## src/rtl/cpat_pkg.sv

```systemverilog
package cpat_pkg;

    localparam int SYM_W  = 8;
    localparam int RAW_W  = 10;
    localparam int LFSR_W = 16;

    typedef enum logic [3:0] {
        PAT_CP0  = 4'd0,
        PAT_CP1  = 4'd1,
        PAT_CP2  = 4'd2,
        PAT_CP3  = 4'd3,
        PAT_CP4  = 4'd4,
        PAT_CP5  = 4'd5,
        PAT_CP6  = 4'd6,
        PAT_CP7  = 4'd7,
        PAT_CP8  = 4'd8,
        PAT_IDLE = 4'd15
    } pat_e;

    localparam logic [SYM_W-1:0] SYM_D00  = 8'h00;
    localparam logic [SYM_W-1:0] SYM_D102 = 8'h4A;
    localparam logic [SYM_W-1:0] SYM_D243 = 8'h78;
    localparam logic [SYM_W-1:0] SYM_K285 = 8'hBC;
    localparam logic [SYM_W-1:0] SYM_K287 = 8'hFC;
    localparam logic [SYM_W-1:0] SYM_K281 = 8'h3C;

    typedef struct packed {
        logic [SYM_W-1:0] sym;
        logic             ctrl;
        logic             sym_vld;
        logic             scram;
        logic             lfps;
        logic             raw;
        logic             deemph;
    } pat_attr_t;

    function automatic pat_attr_t pattern_attr(pat_e p);
        pat_attr_t a;
        a = '0;
        a.deemph = 1'b1;
        unique case (p)
            PAT_CP0: begin a.sym = SYM_D00;  a.sym_vld = 1'b1; a.scram = 1'b1; end
            PAT_CP1: begin a.sym = SYM_D102; a.sym_vld = 1'b1; end
            PAT_CP2: begin a.sym = SYM_D243; a.sym_vld = 1'b1; end
            PAT_CP3: begin a.sym = SYM_K285; a.sym_vld = 1'b1; a.ctrl = 1'b1; end
            PAT_CP4: begin a.lfps = 1'b1; end
            PAT_CP5: begin a.sym = SYM_K287; a.sym_vld = 1'b1; a.ctrl = 1'b1; end
            PAT_CP6: begin a.sym = SYM_K287; a.sym_vld = 1'b1; a.ctrl = 1'b1; a.deemph = 1'b0; end
            PAT_CP7: begin a.raw = 1'b1; end
            PAT_CP8: begin a.raw = 1'b1; a.deemph = 1'b0; end
            default: begin a.deemph = 1'b0; end
        endcase
        return a;
    endfunction

    // One symbol worth (eight shifts) of the x^16+x^5+x^4+x^3+1 generator.
    function automatic logic [LFSR_W-1:0] lfsr_advance(logic [LFSR_W-1:0] s, int shifts);
        logic [LFSR_W-1:0] t;
        t = s;
        for (int k = 0; k < shifts; k++) begin
            t = {t[LFSR_W-2:0], t[15] ^ t[4] ^ t[3] ^ t[2]};
        end
        return t;
    endfunction

    function automatic logic [7:0] clamp_run(logic [7:0] v, int lo, int hi);
        if (int'(v) < lo) return 8'(lo);
        if (int'(v) > hi) return 8'(hi);
        return v;
    endfunction

endpackage

```

## src/rtl/cpat_scrambler.sv

```systemverilog
module cpat_scrambler
    import cpat_pkg::*;
#(
    parameter logic [LFSR_W-1:0] SEED = 16'hFFFF,
    parameter int SHIFTS_PER_SYM      = 8
) (
    input  logic             clk,
    input  logic             rst,
    input  logic             seed_load,
    input  logic             step,
    output logic [SYM_W-1:0] key
);
    logic [LFSR_W-1:0] state;

    always_ff @(posedge clk) begin
        if (rst || seed_load) begin
            state <= SEED;
        end else if (step) begin
            state <= lfsr_advance(state, SHIFTS_PER_SYM);
        end
    end

    assign key = state[LFSR_W-1 -: SYM_W];


    lfsr_nonzero_chk: assert property (@(posedge clk) disable iff (rst)
        state != '0);


    seed_key_chk: assert property (@(posedge clk) disable iff (rst)
        seed_load |=> key == SEED[LFSR_W-1 -: SYM_W]);


    hold_chk: assert property (@(posedge clk) disable iff (rst)
        (!step && !seed_load) |=> $stable(key));
endmodule

```

## src/rtl/cpat_rungen.sv

```systemverilog
module cpat_rungen
    import cpat_pkg::*;
#(
    parameter int RUN_MAX = 250,
    parameter int RUN_MIN = 50,
    parameter int RUN_W   = 8
) (
    input  logic             clk,
    input  logic             rst,
    input  logic             restart,
    input  logic             advance,
    input  logic [RUN_W-1:0] run_n,
    output logic [RAW_W-1:0] raw_word
);
    localparam int PW = $clog2(2 * RUN_MAX + RAW_W + 1);

    logic [PW-1:0] pos;
    logic [PW-1:0] run_ext;
    logic [PW-1:0] period;
    logic [PW-1:0] pos_next;

    assign run_ext = PW'(run_n);
    assign period  = run_ext << 1;

    always_comb begin
        logic [PW-1:0] p;
        raw_word = '0;
        for (int i = 0; i < RAW_W; i++) begin
            p = pos + PW'(i);
            if (p >= period) p = p - period;
            raw_word[i] = (p < run_ext);
        end
        pos_next = pos + PW'(RAW_W);
        if (pos_next >= period) pos_next = pos_next - period;
    end

    always_ff @(posedge clk) begin
        if (rst || restart) begin
            pos <= '0;
        end else if (advance) begin
            pos <= pos_next;
        end
    end


    pos_in_period_chk: assert property (@(posedge clk) disable iff (rst)
        pos < period);


    restart_first_one_chk: assert property (@(posedge clk) disable iff (rst)
        restart |=> raw_word[0]);


    run_range_chk: assert property (@(posedge clk) disable iff (rst)
        int'(run_n) >= RUN_MIN && int'(run_n) <= RUN_MAX);
endmodule

```

## src/rtl/cpat_seq.sv

```systemverilog
module cpat_seq
    import cpat_pkg::*;
#(
    parameter int RUN_MIN = 50,
    parameter int RUN_MAX = 250,
    parameter int RUN_W   = 8,
    parameter logic [LFSR_W-1:0] SEED = 16'hFFFF
) (
    input  logic             clk,
    input  logic             rst,
    input  logic             comp_enter,
    input  logic             ping_det,
    input  logic             link_rst,
    input  logic [RUN_W-1:0] run_len,
    output logic [SYM_W-1:0] sym_data,
    output logic             sym_ctrl,
    output logic             sym_valid,
    output logic [RAW_W-1:0] raw_word,
    output logic             raw_valid,
    output logic             lfps_en,
    output logic             deemph_en,
    output logic [3:0]       pat_idx
);
    pat_e             cur;
    pat_attr_t        attr;
    logic             active;
    logic             enter_fire;
    logic             ping_fire;
    logic             wrap;
    logic [RUN_W-1:0] run_n;
    logic [RUN_W-1:0] run_req;
    logic [SYM_W-1:0] key;
    logic [RAW_W-1:0] raw_bits;

    assign active     = (cur != PAT_IDLE);
    assign enter_fire = !link_rst && !active && comp_enter;
    assign ping_fire  = !link_rst && active && ping_det;
    assign wrap       = (cur == PAT_CP8);
    assign run_req    = RUN_W'(clamp_run(8'(run_len), RUN_MIN, RUN_MAX));
    assign attr       = pattern_attr(cur);

    always_ff @(posedge clk) begin
        if (rst || link_rst) begin
            cur <= PAT_IDLE;
        end else if (enter_fire) begin
            cur <= PAT_CP0;
        end else if (ping_fire) begin
            cur <= wrap ? PAT_CP0 : pat_e'(cur + 4'd1);
        end
    end

    always_ff @(posedge clk) begin
        if (rst) begin
            run_n <= RUN_W'(RUN_MIN);
        end else if (enter_fire || ping_fire) begin
            run_n <= run_req;
        end
    end

    cpat_scrambler #(.SEED(SEED), .SHIFTS_PER_SYM(8)) u_scr (
        .clk       (clk),
        .rst       (rst),
        .seed_load (enter_fire || (ping_fire && wrap)),
        .step      (attr.scram),
        .key       (key)
    );

    cpat_rungen #(.RUN_MAX(RUN_MAX), .RUN_MIN(RUN_MIN), .RUN_W(RUN_W)) u_run (
        .clk      (clk),
        .rst      (rst),
        .restart  (enter_fire || ping_fire),
        .advance  (attr.raw),
        .run_n    (run_n),
        .raw_word (raw_bits)
    );

    assign sym_data  = attr.scram ? (attr.sym ^ key) : attr.sym;
    assign sym_ctrl  = attr.ctrl;
    assign sym_valid = attr.sym_vld;
    assign raw_word  = attr.raw ? raw_bits : '0;
    assign raw_valid = attr.raw;
    assign lfps_en   = attr.lfps;
    assign deemph_en = attr.deemph;
    assign pat_idx   = 4'(cur);


    idle_quiet_chk: assert property (@(posedge clk) disable iff (rst)
        (pat_idx == 4'd15) |-> !(sym_valid || raw_valid || lfps_en || deemph_en));


    link_rst_idle_chk: assert property (@(posedge clk) disable iff (rst)
        link_rst |=> pat_idx == 4'd15);


    ping_step_chk: assert property (@(posedge clk) disable iff (rst)
        (ping_det && !link_rst && pat_idx < 4'd8) |=> pat_idx == $past(pat_idx) + 4'd1);


    ping_wrap_chk: assert property (@(posedge clk) disable iff (rst)
        (ping_det && !link_rst && pat_idx == 4'd8) |=> pat_idx == 4'd0);


    reenter_ignored_chk: assert property (@(posedge clk) disable iff (rst)
        (pat_idx != 4'd15 && !ping_det && !link_rst) |=> $stable(pat_idx));


    one_path_chk: assert property (@(posedge clk) disable iff (rst)
        (pat_idx != 4'd15) |-> $countones({sym_valid, raw_valid, lfps_en}) == 1);


    no_skp_chk: assert property (@(posedge clk) disable iff (rst)
        (sym_valid && sym_ctrl) |-> sym_data != SYM_K281);
endmodule

```

## config.mk

```make
export PLATFORM = sky130hd
export DESIGN_NAME = cpat_seq
export DESIGN_NICKNAME = d
export VERILOG_FILES = /design/src/rtl/cpat_pkg.sv /design/src/rtl/cpat_scrambler.sv /design/src/rtl/cpat_rungen.sv /design/src/rtl/cpat_seq.sv
export SDC_FILE = /design/constraint.sdc
export NUM_CORES = 1
export LEC_CHECK = 0
export BUFFER_PORTS_ARGS = -buffer_cell sky130_fd_sc_hd__buf_2
export CORE_UTILIZATION = 40
export CTS_CLUSTER_DIAMETER = 200
export CTS_CLUSTER_SIZE = 25
export DETAILED_ROUTE_END_ITERATION = 7
export PLACE_DENSITY_LB_ADDON = 0.05
export SKIP_CTS_REPAIR_TIMING = 1
export SYNTH_ARGS = -nofsm -noshare
export SYNTH_HDL_FRONTEND = slang
export SYNTH_SLANG_ARGS = --single-unit
```

## constraint.sdc

```tcl
create_clock -name clk -period 9.63 [get_ports clk]
set_input_delay 0.963 -clock clk [delete_from_list [all_inputs] [get_ports clk]]
set_output_delay 0.963 -clock clk [all_outputs]
set_load 0.01 [all_outputs]
```

* After elaboration in Yosys (flattened, before gate mapping) *
Index checks and enable logic that the tools add are counted.

word-level totals
  logic and storage cells = 132
  input bits = 13
  output and inout port bits = 27
  register bits after elaboration = 37

operators by class
  order comparisons = 23
  reductions and logical operators = 19
  bitwise logic cells = 25
  eq/ne operators = 9
  mux-type cells = 30
  add/sub/neg operators = 22

operator list
  cell                 number
  $ge 9x9->1           11
  $mux 9               11
  $sub 9x9->9          11
  $lt 9x8->1           10
  $mux 8               5
  $add 9x3->9 const B  4
  $pmux 8 s4           1
  $add 9x4->9 const B  3
  $xor 1x1->1          24
  $add 9x2->9 const B  2
  $eq 4x3->1 const B   4
  $mux 4               3
  $mux 10              1
  $add 9x1->9 const B  1
  $mux 1               9
  $eq 4x2->1 const B   2
  $gt 8x8->1 const B   1
  $lt 8x6->1 const B   1
  $xor 8x8->8          1
  $reduce_or 7->1      1
  $reduce_or 6->1      1
  $logic_and 1x1->1    5
  $logic_or 1x1->1     5
  $add 4x1->4 const B  1
  8 further kinds      10

* Longest topological paths before layout *
Gate-level depths: netlist of the first run.

  depth in word-level cells = 6
  gate-level depth with buffers = 20
  mapped depth without buffers = 19

* Hierarchy *
Synthesis of the first run repeated with hierarchy kept, for this count alone.

second synthesis, totals
  cells, all modules = 887
  area total of the unflattened synthesis = 7008.0 um^2

by module, submodules not included
  module          cells each  instances  area an instance (um^2)
  cpat_rungen     668         1          5162.5
  cpat_seq        132         1          972.2
  cpat_scrambler  87          1          873.3

* Worst setup path before layout of the first run *
No wires, ideal clock.

  kind = reg2out
  start point = register u_run.pos[2]
  end point = output raw_word[7]
  slack = 4691 ps
  arrival time = 3976 ps
  buffers on the path = 2
  data required time = 8667 ps
  cell stages (with the launch flop) = 19
  path through = dfxtp_1 clkbuf_1 inv_1 ha_1 a21oi_1 nor2_1 xnor2_1 inv_1 ha_1 a21oi_1 o21ai_0 a21oi_1 clkbuf_1 mux2_2 ha_1 o21a_1 o2111ai_1 a31oi_1 nor4_1

between the ends
  word-level cells in the longest chain between the ends = 5

ends and longest elaborated chain
  item                                       line               RTL
  start, declared                            cpat_rungen.sv:17  logic [PW-1:0] pos;
  start signal, assigned                     cpat_rungen.sv:41  pos <= pos_next;
  $add 9x3->9 (*)                            cpat_rungen.sv:29  p = pos + PW'(i);
  $sub 9x9->9 or $ge 9x9->1 (tied branches)  cpat_rungen.sv:30  if (p >= period) p = p - period;
  $mux 9 (*)                                 cpat_rungen.sv:30
  $lt 9x8->1 (*)                             cpat_rungen.sv:31  raw_word[i] = (p < run_ext);
  $mux 10 (*)                                cpat_seq.sv:80     assign raw_word = attr.raw ? raw_bits : '0;
  end, declared                              cpat_seq.sv:18     output logic [RAW_W-1:0] raw_word,

Every way passes the cells marked *; elsewhere a longest branch is shown, timed or not.

* Worst setup path after layout of the first run *
  start point = register u_run.pos[5]
  end point = output raw_word[5]

Same word-level chain as after synthesis.

==> impl_results.md, run 1 <==
* CP Class: register to primary output
* RSZ-0062 raised after global routing: no
* Largest fanout on the critical path at 19
* Input/output buffers at 39
* Via-to-Cell Ratio at 5.700
* # rows at 46
* CTS tree: done
* First DRT Iteration DRCs at 286
* Vias in the first global route at 6018
* Die area at 16820 µm²
* Final hold violation count at 0
* Vias at 6224
* Tot GR Track Use at 23.26%
* Worst slew pin tran at 1257 ps
* Reg clk slew, reported paths at 50 ps
* Critical Path AT at 5140 ps
* Mapped Avg Cell Area at 7.657 µm²
* Die width at 129.7 µm
* Fillers at 1649
* First-pass GRT wire length at 30930 µm
* Critical Path Sink Type: primary output
* Worst R2R Start: u_run.pos[3]$_SDFFE_PP0P_
* Final Cell Area at 7041 µm²
* Largest net degree at the start of global routing at 23
* Main synth FF type: dfxtp_1
* Leak Pwr at 3.477 nW
* Clock Path Buffers at 2
* Crit path capture: raw_word[5]
* Worst setup SP type: register
* # diodes at 0
* Multi-input gate area in the final layout at 5484 µm²
* Worst hold start: u_scr.state[7]$_SDFFE_PP1N_
* Status: finished, final reports clean
* Setup_tns at 0 ps
* WL/cell at 17.57 µm
* DRC at 0
* Clk_lat worst skew at 280 ps
* Max Clk Rate at 0.1637 GHz
* First-pass iteration count of the detailed router at 5
* Post-synth EDFFs at 0
* Yosys reg bits at 36
* Worst Reg-to-Reg Cells at 12
* Commonest non-fill, non-tap cell in the layout: ha_1
* Final Cycle Share at 63.42%
* GRT Residual Overflow at 0
* Clk root buf: clkbuf_16
* I/O pins at 40
* Max VDD drop at 0.05609 mV
* Max_slew headroom at 16.21%
* Total CTS buffers at 5
* Cell variety after synth at 64
* Synthesized netlist cell count at 852
* Mapped Nets at 987
* Pwr Total at 0.6426 mW
* Asr flop ratio synth at 0%
* Initial antenna violation count at 0
* Pwr dens at 91.27 nW/µm²
* Min cycle time layout at 6108 ps
* Register area at 720.7 µm²
* DRT Wirelength at 19190 µm
* Die height at 129.7 µm
* Routed Antenna Nets at 0
* Commonest non-fill, non-tap cells in the layout: 118 x ha_1, 89 x a21oi_1, 75 x nor2_1, 73 x nand2_1, 55 x xnor2_1
* Core area at 15890 µm²
* Final-report setup violation count at 0
* Routability Congestion at 0.8967
* Count of warnings emitted by yosys at 0
* Share of layout cells above drive strength 1 at 9.132%
* Clk_skew at 2.904 ps
* NumNets Final at 1011
* R2r setup slk at 5610 ps
* Hold WC Path Type: register to register
* Sink Count at 36
* Initial Util at 41.07%
* Max-cap viol count at 0
* Syn Std Cell Area at 6524 µm²
* Worst EP required at 8670 ps
* Max-slew violations at 0
* DP Area at 6907 µm²
* Post-synthesis sequential area ratio at 11.05%
* Area Growth Syn to Fin at 7.921%
* H-Tree Depth at 2
* CP startpoint: u_run.pos[5]$_SDFFE_PP0P_
* Final HPWL DP at 14640 µm
* FF-to-FF End: u_run.pos[6]$_SDFFE_PP0P_
## final cells by class
type	count	area share, %
Tap cell	216	3.839
Multi-Input combinational cell	739	77.89
Timing Repair Buffer	47	3.625
Sequential cell	36	10.24
Inverter	47	2.506
Clock inverter	1	0.07109
Clock buffer	6	1.830
## kinds of logic (layout without fill, tap and decap cells)
group / count (synthesis) / count (layout) / synth area share [%]
flops: 36 / 36 / 11.05
xor+xnor: 88 / 88 / 11.81
fa+ha+maj: 122 / 122 / 23.86
simple gates: 247 / 247 / 17.78
mux: 42 / 42 / 6.655
buf+inv: 77 / 101 / 4.891
compound gates: 240 / 240 / 23.95
## per-stage QoR
stage                     hold slack [ps]  utilization (%)  std cells  worst slack (ps)
after floorplan                     439.0                -        852              4691
after global placement              451.2            43.48       1085              3878
after detailed placement            464.2            43.48       1085              3845
after CTS                           478.8            44.32       1092              3554
after global routing                503.4            44.32       1092              3119
final                               473.9            44.32       1092              3522
## worst max-delay path: stages (launching register included)
cell      delay (ps)
dfxtp_1          920
nand4_1          480
nor2_1           240
xnor2_1          260
ha_1             360
a21oi_1          140
o21ai_0          130
a21oi_1          560
inv_1            220
mux2_2           330
ha_1             180
a211o_1          270
a21oi_1          170
nand2_1           70
o211ai_1          90
a21oi_1           70
a211oi_1         200
buf_2            160
## where the power goes
group / switching (mW) / internal, mW
Sequential: 0.00958 / 0.153
Combinational: 0.193 / 0.136
Clock: 0.0570 / 0.0939
Total: 0.260 / 0.383
## sequential cells by signal, summed over array words and instances, names as in the netlist
signal	count
run_n	8
pat_idx	4
u_run.pos	8
u_scr.state	16
## worst min-delay path by stage
stage                                         endpoint  slack, ps  cells past startpoint
after CTS                 u_scr.state[15]$_SDFFE_PP1N_        480                      2
after detailed placement  u_scr.state[15]$_SDFFE_PP1N_        460                      2
after global placement    u_scr.state[15]$_SDFFE_PP1N_        450                      2
after floorplan           u_scr.state[13]$_SDFFE_PP1N_        440                      2
after global routing             run_n[2]$_SDFFE_PP0P_        500                      1
final                     u_scr.state[15]$_SDFFE_PP1N_        470                      2
## per-layer routing
| metal | wire length [µm] | global-route usage [%] | vias up |
|---|---|---|---|
| li1 | - | - | 3130 |
| met1 | 9174 | 31.11 | 2914 |
| met2 | 9062 | 40.58 | 159 |
| met3 | 648 | 1.558 | 21 |
| met4 | 303 | 5.746 | 0 |
| met5 | 0 | 0 | - |
## cells in the mapped netlist, types with 6 or more instances
| cell | instances | share of area [%] |
|---|---|---|
| mux2_2 | 11 | 1.9 |
| xnor2_1 | 55 | 7.4 |
| nand2b_1 | 15 | 1.4 |
| a211oi_1 | 8 | 0.92 |
| nand3_1 | 20 | 1.5 |
| buf_2 | 12 | 0.92 |
| ha_1 | 118 | 23 |
| xor2_1 | 33 | 4.4 |
| o21ai_0 | 36 | 2.8 |
| nor2b_1 | 17 | 1.6 |
| a21oi_1 | 89 | 6.8 |
| mux2i_1 | 31 | 4.8 |
| nand2_1 | 73 | 4.2 |
| a31oi_1 | 6 | 0.58 |
| a21o_1 | 16 | 1.8 |
| nor3_1 | 13 | 1.0 |
| clkbuf_1 | 11 | 0.63 |
| o21a_1 | 14 | 1.6 |
| nand4_1 | 10 | 0.96 |
| dfxtp_1 | 36 | 11 |
| o211ai_1 | 14 | 1.6 |
| inv_1 | 46 | 2.6 |
| nor2_1 | 75 | 4.3 |
No activity file was read; power rests on OpenSTA's default activity.
==> inputs of run 2 (changes only) <==
clock period = 4.9 ns   (was 9.63 ns; I/O delays follow)
==> impl_results.md, run 2 (synthesized netlist as in run 1, its figures left out) <==
* I/O pins at 40
* Register area at 726.9 µm²
* Pwr dens at 185.5 nW/µm²
* Largest register FFs at 16
* Pwr Total at 1.360 mW
* P_int at 0.8244 mW
* Share of layout cells above drive strength 1 at 13.50%
* Reg clk slew, reported paths at 60 ps
* Tot GR Track Use at 23.56%
* Commonest non-fill, non-tap cell in the layout: ha_1
* Die area at 16820 µm²
* First DRT Iteration DRCs at 328
* Min cycle time layout at 4626 ps
* Final-report setup violation count at 0
* Psw at 0.5356 mW
* Sink Count at 36
* Max Clk Rate at 0.2162 GHz
* Largest fanout on the critical path at 14
* Clock power frac at 27.0%
* H-Tree Depth at 2
* Input/output buffers at 39
* Vias in the first global route at 6124
* # diodes at 0
* Core area at 15890 µm²
* Clk_lat worst skew at 290 ps
* DRC at 0
* Status: finished, final reports clean
* Die height at 129.7 µm
* Share of power burned in registers at 23.0%
* Max VDD drop at 0.1291 mV
* Final Cell Area at 7330 µm²
* Max-cap viol count at 0
* RSZ-0062 raised after global routing: no
* Clock Path Buffers at 2
* Critical Path AT at 4140 ps
* CP Class: register to primary output
* Largest regs: u_scr.state (16), run_n (8), u_run.pos (8)
* Worst EP required at 4410 ps
* Clk_skew at 5.881 ps
* Multi-input gate area in the final layout at 5530 µm²
* Clk root buf: clkbuf_16
* Fraction of power spent switching nets at 39.38%
* Combinational Power Share at 50.1%
* Largest Register: u_scr.state
* Vias at 6377
* Commonest non-fill, non-tap cells in the layout: 116 x ha_1, 86 x a21oi_1, 74 x nor2_1, 73 x nand2_1, 54 x xnor2_1
* Final HPWL DP at 15830 µm
* GRT Residual Overflow at 0
* Max-slew violations at 0
* Total CTS buffers at 5
* Worst setup SP type: register
* Routability Congestion at 0.9203
* NumNets Final at 1038
* Initial Util at 41.07%
* DRT Wirelength at 19840 µm
* Via-to-Cell Ratio at 5.694
* Hold WC Path Type: input pin to register
* Critical Path Sink Type: primary output
* Max_slew headroom at 49.09%
* Largest net degree at the start of global routing at 23
* CTS tree: done
* DP Area at 7102 µm²
* First-pass GRT wire length at 31160 µm
* Final hold violation count at 0
* Die width at 129.7 µm
* Worst slew pin tran at 763.7 ps
* Routed Antenna Nets at 0
* WL/cell at 17.71 µm
* Final Cycle Share at 94.41%
* Area Growth Syn to Fin at 12.35%
* First-pass iteration count of the detailed router at 5
* Initial antenna violation count at 0
* Fillers at 1627
* Leak Pwr at 3.631 nW
* # rows at 46
==> run 2: changes by cell type in the layout (fill, tap and decap cells not counted), sizes merged <==
| cell | change |
|---|---|
| clkbuf | -1 |
| clkinvlp | +1 |
| bufinv | +1 |
| buf | +27 |
==> run 2: layout make-up <==
cell class / count / area share [%]
clock buffer: 5 / 1.707
clock inverter: 3 / 0.5804
inverter: 47 / 2.407
multi-input combinational: 739 / 75.45
sequential: 36 / 9.918
tap: 216 / 3.687
timing repair buffer: 74 / 6.248
==> run 2: critical path: stages, from the launching register on <==
cell and delay [ps]:
dfxtp_1 320, inv_1 180, ha_1 330, fa_1 450, nor2_1 170, a221o_1 200
a21o_1 430, nand2b_1 140, o21a_1 140, ha_1 260, o21ai_0 70, a21oi_1 70
o31ai_1 220, a21oi_1 90, or4_1 480, a21oi_1 140, buf_2 150
==> run 2: stage by stage <==
step / setup WS (ps) / utilization [%] / cells / hold slack, ps / setup TNS (ps)
4_1_cts: -72.87 / 45.76 / 1119 / 435.7 / -166.5
5_1_grt: 2.284 / 46.14 / 1120 / 453.6 / 0
2_1_floorplan: 433.7 / - / 852 / 439.0 / 0
3_3_place_gp: 246.3 / 44.71 / 1111 / 446.9 / 0
6_report: 273.8 / 46.14 / 1120 / 438.4 / 0
3_5_place_dp: 241.5 / 44.71 / 1111 / 454.6 / 0
==> run 2: final timing paths <==
kind / from / to / slack [ps] / depth (start not counted)
setup / recovery: u_run.pos[1]$_SDFFE_PP0P_ / raw_word[0] / 270 / 16
hold / removal: run_len[0] / run_n[0]$_SDFFE_PP0P_ / 440 / 2
setup reg to reg: u_run.pos[3]$_SDFFE_PP0P_ / u_run.pos[3]$_SDFFE_PP0P_ / 1480 / 12
hold reg to reg: u_scr.state[7]$_SDFFE_PP1N_ / u_scr.state[15]$_SDFFE_PP1N_ / 470 / 2
==> run 2: power by group through the flow <==
stage | clock network [mW] | logic [mW] | registers [mW]
finish | 0.367 | 0.681 | 0.312
global route | 0.382 | 0.756 | 0.313
CTS | 0.373 | 0.675 | 0.312
detailed placement | 0 | 0.670 | 0.319
global placement | 0 | 0.659 | 0.318
floorplan | 0 | 0.493 | 0.315
==> run 2: layer usage <==
metal	vias up	global-route usage, %	share of wire (%)
li1	3190	-	-
met1	3010	30.06	46
met2	156	42.94	49
met3	21	2.050	3.9
met4	0	4.993	1.4
met5	-	0	0
